[config.mk]
export PLATFORM = sky130hd
export DESIGN_NAME = cmdport
export DESIGN_NICKNAME = d
export VERILOG_FILES = /design/src/rtl/cmdport_pkg.sv /design/src/rtl/cmdport_decode.sv /design/src/rtl/cmdport_seq.sv /design/src/rtl/cmdport_regs.sv /design/src/rtl/cmdport_irq.sv /design/src/rtl/cmdport.sv
export SDC_FILE = /design/constraint.sdc
export NUM_CORES = 1
export LEC_CHECK = 0
export ABC_CLOCK_PERIOD_IN_PS = 4000
export BUFFER_PORTS_ARGS = -buffer_cell sky130_fd_sc_hd__buf_2
export CORE_MARGIN = 2
export CORE_UTILIZATION = 32
export DETAILED_ROUTE_END_ITERATION = 16
export HOLD_SLACK_MARGIN = 0.03
export PLACE_DENSITY = 0.5
export SLEW_MARGIN = 5
export SYNTH_ARGS = -nofsm -noshare
export SYNTH_HDL_FRONTEND = slang
export SYNTH_SLANG_ARGS = --single-unit
[constraint.sdc]
create_clock -name clk -period 4 [get_ports clk]
set_input_delay 0.8 -clock clk [delete_from_list [all_inputs] [get_ports clk]]
set_output_delay 0.8 -clock clk [all_outputs]
set_load 0.005 [all_outputs]
[src/rtl/cmdport_pkg.sv]
package cmdport_pkg;

    typedef enum logic [1:0] {
        CP_IDLE = 2'd0,
        CP_HI   = 2'd1,
        CP_LO   = 2'd2,
        CP_RD   = 2'd3
    } cp_state_e;

endpackage

[src/rtl/cmdport_decode.sv]
module cmdport_decode #(
    parameter logic [2:0] CMD_SEL = 3'd4
) (
    input  logic [2:0] fifo_addr,
    input  logic       wr_strobe,
    input  logic       rd_strobe,
    input  logic       mark_bit,
    output logic       addr_cmd,
    output logic       data_cmd,
    output logic       rd_req
);
    logic hit;

    always_comb begin
        hit      = (fifo_addr == CMD_SEL);
        addr_cmd = hit && wr_strobe && mark_bit;
        data_cmd = hit && wr_strobe && !mark_bit;
        // a simultaneous write strobe takes precedence
        rd_req   = hit && rd_strobe && !wr_strobe;
    end
endmodule

[src/rtl/cmdport_seq.sv]
module cmdport_seq
    import cmdport_pkg::*;
#(
    parameter int AW = 6
) (
    input  logic          clk,
    input  logic          rst_n,
    input  logic          addr_cmd,
    input  logic          data_cmd,
    input  logic          rd_req,
    input  logic [7:0]    wdata,
    output logic          wr_en,
    output logic [AW-1:0] ofs,
    output logic [7:0]    wr_val,
    output logic          rd_fire,
    output logic          ready
);
    typedef struct packed {
        cp_state_e     st;
        logic [AW-1:0] ofs;
        logic [3:0]    hi;
    } seq_t;

    seq_t s_d, s_q;

    always_comb begin
        s_d     = s_q;
        wr_en   = 1'b0;
        rd_fire = 1'b0;
        wr_val  = {s_q.hi, wdata[3:0]};
        if (addr_cmd) begin
            // a new address always restarts, dropping any partial write
            s_d.ofs = wdata[AW-1:0];
            s_d.st  = wdata[6] ? CP_RD : CP_HI;
        end else if (data_cmd) begin
            case (s_q.st)
                CP_HI: begin
                    s_d.hi = wdata[3:0];
                    s_d.st = CP_LO;
                end
                CP_LO: begin
                    wr_en  = 1'b1;
                    s_d.st = CP_IDLE;
                end
                default: ;
            endcase
        end else if (rd_req && s_q.st == CP_RD) begin
            rd_fire = 1'b1;
            s_d.st  = CP_IDLE;
        end
    end

    always_ff @(posedge clk or negedge rst_n) begin
        if (!rst_n) s_q <= '{st: CP_IDLE, ofs: '0, hi: '0};
        else        s_q <= s_d;
    end

    assign ofs   = s_q.ofs;
    assign ready = (s_q.st == CP_IDLE);


    addr_drop_chk: assert property (@(posedge clk) disable iff (!rst_n)
        addr_cmd |=> !ready);

    lo_commit_chk: assert property (@(posedge clk) disable iff (!rst_n)
        wr_en |=> ready);

    hi_no_commit_chk: assert property (@(posedge clk) disable iff (!rst_n)
        (s_q.st == CP_HI) |-> !wr_en);
endmodule

[src/rtl/cmdport_regs.sv]
module cmdport_regs #(
    parameter int             AW       = 6,
    parameter logic [AW-1:0]  CFG_OFS  = 6'h01,
    parameter logic [7:0]     CFG_RST  = 8'hC0,
    parameter logic [AW-1:0]  EN_OFS   = 6'h2E,
    parameter logic [AW-1:0]  STAT_OFS = 6'h2F
) (
    input  logic          clk,
    input  logic          rst_n,
    input  logic          wr_en,
    input  logic [AW-1:0] wr_ofs,
    input  logic [7:0]    wr_val,
    input  logic [AW-1:0] rd_ofs,
    output logic [7:0]    rd_data
);
    localparam int NREG = 1 << AW;

    logic [NREG-1:0][7:0] mem_d, mem_q;
    logic [NREG-1:0][7:0] mem_rst;

    for (genvar k = 0; k < NREG; k++) begin : g_ent
        if (k == int'(EN_OFS) || k == int'(STAT_OFS)) begin : g_hole
            // these offsets live in the interrupt unit
            assign mem_d[k]   = '0;
            assign mem_rst[k] = '0;
        end else begin : g_cell
            assign mem_rst[k] = (k == int'(CFG_OFS)) ? CFG_RST : 8'h00;
            always_comb begin
                mem_d[k] = mem_q[k];
                if (wr_en && wr_ofs == AW'(k)) mem_d[k] = wr_val;
            end
        end
    end

    always_ff @(posedge clk or negedge rst_n) begin
        if (!rst_n) mem_q <= mem_rst;
        else        mem_q <= mem_d;
    end

    assign rd_data = mem_q[rd_ofs];


    no_write_hold_chk: assert property (@(posedge clk) disable iff (!rst_n)
        !wr_en |=> $stable(mem_q));
endmodule

[src/rtl/cmdport_irq.sv]
module cmdport_irq #(
    parameter int NEVT = 8
) (
    input  logic            clk,
    input  logic            rst_n,
    input  logic [NEVT-1:0] evt_i,
    input  logic            en_wr,
    input  logic [NEVT-1:0] en_val,
    input  logic [NEVT-1:0] stat_clr,
    output logic [NEVT-1:0] en_q,
    output logic [NEVT-1:0] stat_q,
    output logic            int_n
);
    typedef struct packed {
        logic [NEVT-1:0] en;
        logic [NEVT-1:0] stat;
    } irq_t;

    irq_t r_d, r_q;

    always_comb begin
        r_d      = r_q;
        r_d.stat = (r_q.stat & ~stat_clr) | (evt_i & r_q.en);
        if (en_wr) r_d.en = en_val;
    end

    always_ff @(posedge clk or negedge rst_n) begin
        if (!rst_n) r_q <= '{en: '1, stat: '0};
        else        r_q <= r_d;
    end

    assign en_q   = r_q.en;
    assign stat_q = r_q.stat;
    assign int_n  = ~|(r_q.stat & r_q.en);


    stat_sticky_chk: assert property (@(posedge clk) disable iff (!rst_n)
        (stat_clr == '0) |=> ((stat_q & $past(stat_q)) == $past(stat_q)));

    stat_gate_chk: assert property (@(posedge clk) disable iff (!rst_n)
        !en_wr |=> ((stat_q & ~$past(stat_q) & ~$past(en_q)) == '0));
endmodule

[src/rtl/cmdport.sv]
module cmdport
    import cmdport_pkg::*;
#(
    parameter logic [2:0] CMD_SEL  = 3'd4,
    parameter int         AW       = 6,
    parameter logic [5:0] CFG_OFS  = 6'h01,
    parameter logic [7:0] CFG_RST  = 8'hC0,
    parameter logic [5:0] EN_OFS   = 6'h2E,
    parameter logic [5:0] STAT_OFS = 6'h2F
) (
    input  logic       clk,
    input  logic       rst_n,
    input  logic [2:0] fifo_addr,
    input  logic       wr_strobe,
    input  logic       rd_strobe,
    input  logic [7:0] wdata,
    input  logic [7:0] evt_i,
    output logic [7:0] rdata,
    output logic       ready,
    output logic       int_n
);
    localparam int NEVT = 8;

    logic          addr_cmd, data_cmd, rd_req;
    logic          wr_en, rd_fire;
    logic [AW-1:0] ofs;
    logic [7:0]    wr_val, file_data, rd_val;
    logic [NEVT-1:0] en_q, stat_q, stat_clr;
    logic          en_wr;
    logic [7:0]    rdata_d, rdata_q;

    cmdport_decode #(.CMD_SEL(CMD_SEL)) u_dec (
        .fifo_addr(fifo_addr), .wr_strobe(wr_strobe), .rd_strobe(rd_strobe),
        .mark_bit(wdata[7]), .addr_cmd(addr_cmd), .data_cmd(data_cmd),
        .rd_req(rd_req));

    cmdport_seq #(.AW(AW)) u_seq (
        .clk(clk), .rst_n(rst_n), .addr_cmd(addr_cmd), .data_cmd(data_cmd),
        .rd_req(rd_req), .wdata(wdata), .wr_en(wr_en), .ofs(ofs),
        .wr_val(wr_val), .rd_fire(rd_fire), .ready(ready));

    cmdport_regs #(.AW(AW), .CFG_OFS(AW'(CFG_OFS)), .CFG_RST(CFG_RST),
                   .EN_OFS(AW'(EN_OFS)), .STAT_OFS(AW'(STAT_OFS))) u_regs (
        .clk(clk), .rst_n(rst_n), .wr_en(wr_en), .wr_ofs(ofs),
        .wr_val(wr_val), .rd_ofs(ofs), .rd_data(file_data));

    cmdport_irq #(.NEVT(NEVT)) u_irq (
        .clk(clk), .rst_n(rst_n), .evt_i(evt_i), .en_wr(en_wr),
        .en_val(wr_val), .stat_clr(stat_clr), .en_q(en_q),
        .stat_q(stat_q), .int_n(int_n));

    always_comb begin
        en_wr = wr_en && (ofs == AW'(EN_OFS));
        if (ofs == AW'(EN_OFS))        rd_val = en_q;
        else if (ofs == AW'(STAT_OFS)) rd_val = stat_q;
        else                           rd_val = file_data;
        stat_clr = (rd_fire && ofs == AW'(STAT_OFS)) ? stat_q : '0;
        rdata_d  = rd_fire ? rd_val : rdata_q;
    end

    always_ff @(posedge clk or negedge rst_n) begin
        if (!rst_n) rdata_q <= '0;
        else        rdata_q <= rdata_d;
    end

    assign rdata = rdata_q;


    rdata_hold_chk: assert property (@(posedge clk) disable iff (!rst_n)
        !rd_fire |=> $stable(rdata_q));

    foreign_idle_chk: assert property (@(posedge clk) disable iff (!rst_n)
        (fifo_addr != CMD_SEL && ready) |=> ready);
endmodule

==> impl_metrics.yaml <==
yosys:
  synth_top_family_by_area: "multiplexers"
  syn_inst: 1736
  postSynth.asyncResetShare_pct: 100
  synth_mux_area_share_pct: 34.4
  ys_ff_latch: 532
  ys_types: 46
  syn_nets: 1763
  avgSynthCellArea_um2: 14.3
  synth_area_um2: 24800
  synthSimpleGateAreaFrac_pct: 5.49
  synth_edf_count: 0
  synthAdderAreaFrac_pct: 0.202
  yosys_warnings: 0
  synth_compound_area_share_pct: 3.67
  yosys_most_used_dff: "dfrtp_1"
  synth-seq-area-share_pct: 53.7
  synthXorXnorAreaFrac_pct: 0
timing:
  slew_headroom_pct: 24.3
  finalHoldViolations: 0
  min_period_ps: 2980
  finalMaxSlewViolations: 0
  tns_ps: 0
  rsz0062_at_grt: "false"
  timing.fmax_ghz: 0.335
  worst_clock_skew_ps: 22.7
  period_share_pct: 74.6
  setup_viol_count_final: 0
  worst_slew_pin_slew_ps: 1140
  postLayoutSetupSlackWorst_ps: 1020
critical_path:
  cp-start-kind: "flip-flop"
  crit_path_end: "rdata[7]"
  path_class: "flip-flop to flip-flop"
  r2r_slack_ps: 1020
  reg2reg_from: "u_seq.ofs[0]"
  crit_fanout: 47
  r2r_end: "rdata[7]"
  required_ps: 4530
  end_kind: "flip-flop"
  reg2regPathDepth: 8
  arrival_ps: 3510
  startpoint: "u_seq.ofs[0]"
power_and_ir_drop:
  peakVddDrop_mv: 0.323
  finalPower_mw: 12.9
  powerDensity_nw_per_um2: 458
  power.leakage_nw: 13.3
global_routing:
  first_global_vias: 15300
  grt_antenna_before_repair: 0
  gr-total-overflow: 0
  grt_pass1_wl_mm: 100
  grt_max_degree: 103
  track_usage_pct: 16.7
run_status:
  status: "completed"
clock_network:
  cts_buffers: 58
  clk_pin_slew_worst_paths_ps: 60
  clock_latency_ps: 610
  htree_levels: 2
  cts_root_buf: "clkbuf_16"
  cts_buffer_depth: 3
  cts_tree: "yes"
  cts_setup_buffers: 0
  ctsHoldBuffers: 0
  cts_resized: 0
  clock-sinks: 532
floorplan:
  die_w_um: 283
  dieArea_um2: 79900
  io_pins: 33
  core_um2: 77100
  num_rows: 102
  start_util_pct: 32.2
  die_y_um: 283
placed_design:
  place_ws_ps: 708
  gp_congestion: 0.811
  hpwlAfterDp_mm: 42.1
  port-buffer-count: 32
min_path:
  hp-class: "primary input to async pin"
finish:
  multiInputGateArea_um2: 10900
  nets: 1766
  fillers: 7428
  drive_gt1_share_pct: 45.4
  layout_commonest_cell: "mux2_2"
  final_cell_mix: "mux2_2 (518), dfrtp_1 (514), mux2i_1 (124)"
  area_growth_pct: 12.9
  seq_area_um2: 13300
routing:
  ant_nets: 0
  via_per_inst: 5.16
  vias: 14600
  drt_pre_antenna_iters: 6
  drt_wl_total_mm: 65.7
  drc: 0
  wl_per_cell_um: 23.2
  drt_iter0_drc: 892
job:
  drv_cap: 0
state kept, by name, summed over array words and instances, names as in the netlist:
signal / flops
u_irq.stat_q: 8
u_seq.wr_val: 4
u_irq.en_q: 8
u_seq.ofs: 6
u_seq.s_q: 2
rdata: 8
u_regs.mem_q: 496
Yosys cell counts, drive strengths merged, types with 9 or more instances:
master / count / area, um^2
o21ai: 11 / 55.1
dfrtp: 522 / 13100
mux2: 523 / 5890
o221ai: 9 / 78.8
a21oi: 17 / 85.1
mux4: 63 / 1420
a22o: 10 / 87.6
dfstp: 10 / 263
nor3: 12 / 136
buf: 53 / 320
nand2b: 24 / 150
mux2i: 124 / 1240
a22oi: 53 / 398
nand3: 40 / 213
nand4: 15 / 93.8
nor2: 36 / 165
nor2b: 15 / 93.8
clkbuf: 82 / 308
nand2: 64 / 263
per-stage QoR:
stage	util, %	hold slack (ps)	instance area (um^2)	cells
CTS	36.4	197	28000	2827
global placement	34.0	472	26200	2719
detailed placement	34.0	479	26200	2719
global route	36.4	217	28000	2827
finish	36.4	190	28000	2828
floorplan	-	459	24800	1736
how the worst min path moves through the flow:
| stage | to | startpoint | slack (ps) | cells past startpoint |
|---|---|---|---|---|
| 2_1_floorplan | u_regs.mem_q[51] | u_regs.mem_q[51] | 460 | 1 |
| 5_1_grt | u_regs.mem_q[287] | rst_n | 220 | 1 |
| 3_5_place_dp | u_regs.mem_q[55] | u_regs.mem_q[55] | 480 | 1 |
| 3_3_place_gp | u_regs.mem_q[53] | u_regs.mem_q[53] | 470 | 1 |
| 6_report | u_regs.mem_q[319] | rst_n | 190 | 1 |
| 4_1_cts | u_regs.mem_q[387] | rst_n | 200 | 1 |
layer usage:
metal | routed length, um | GRT usage, % | part of all wire, % | vias to the layer above
met5 | 0 | 0 | 0 | -
li1 | - | - | - | 6425
met1 | 31400 | 23.8 | 48 | 7803
met4 | 1790 | 5.03 | 2.7 | 0
met2 | 29700 | 25.8 | 45 | 264
met3 | 2860 | 3.21 | 4.4 | 103
report_power, final:
part / switching (mW) / internal [mW] / leakage, nW
combinational: 1.28 / 0.650 / 4.97
clock: 2.16 / 3.04 / 0.925
sequential: 0.274 / 5.45 / 7.37
total: 3.72 / 9.13 / 13.3
kinds of logic after synthesis:
| family | after synthesis |
|---|---|
| DFF | 532 |
| AOI/OAI and AO/OA | 126 |
| adders and majority gates | 4 |
| buffers and inverters | 137 |
| and+or+nand+nor | 227 |
| muxes | 710 |
area by class of cell:
cell class              count  area share, %
diodes                      1        0.00892
multi-input cells        1067           38.8
clock inverters            13          0.254
inverters                   2         0.0268
well taps                1040           4.64
clock buffers              95           6.39
repair buffers             78           2.28
flip-flops and latches    532           47.6
critical path, stage by stage, from the launching register on:
cell	delay, ps
dfrtp_4	570
buf_12	410
buf_4	490
mux2i_1	160
a22oi_1	310
nand4_1	260
nand4_1	330
nand2_1	140
a31oi_1	190
No activity file was read; power rests on OpenSTA's default activity.
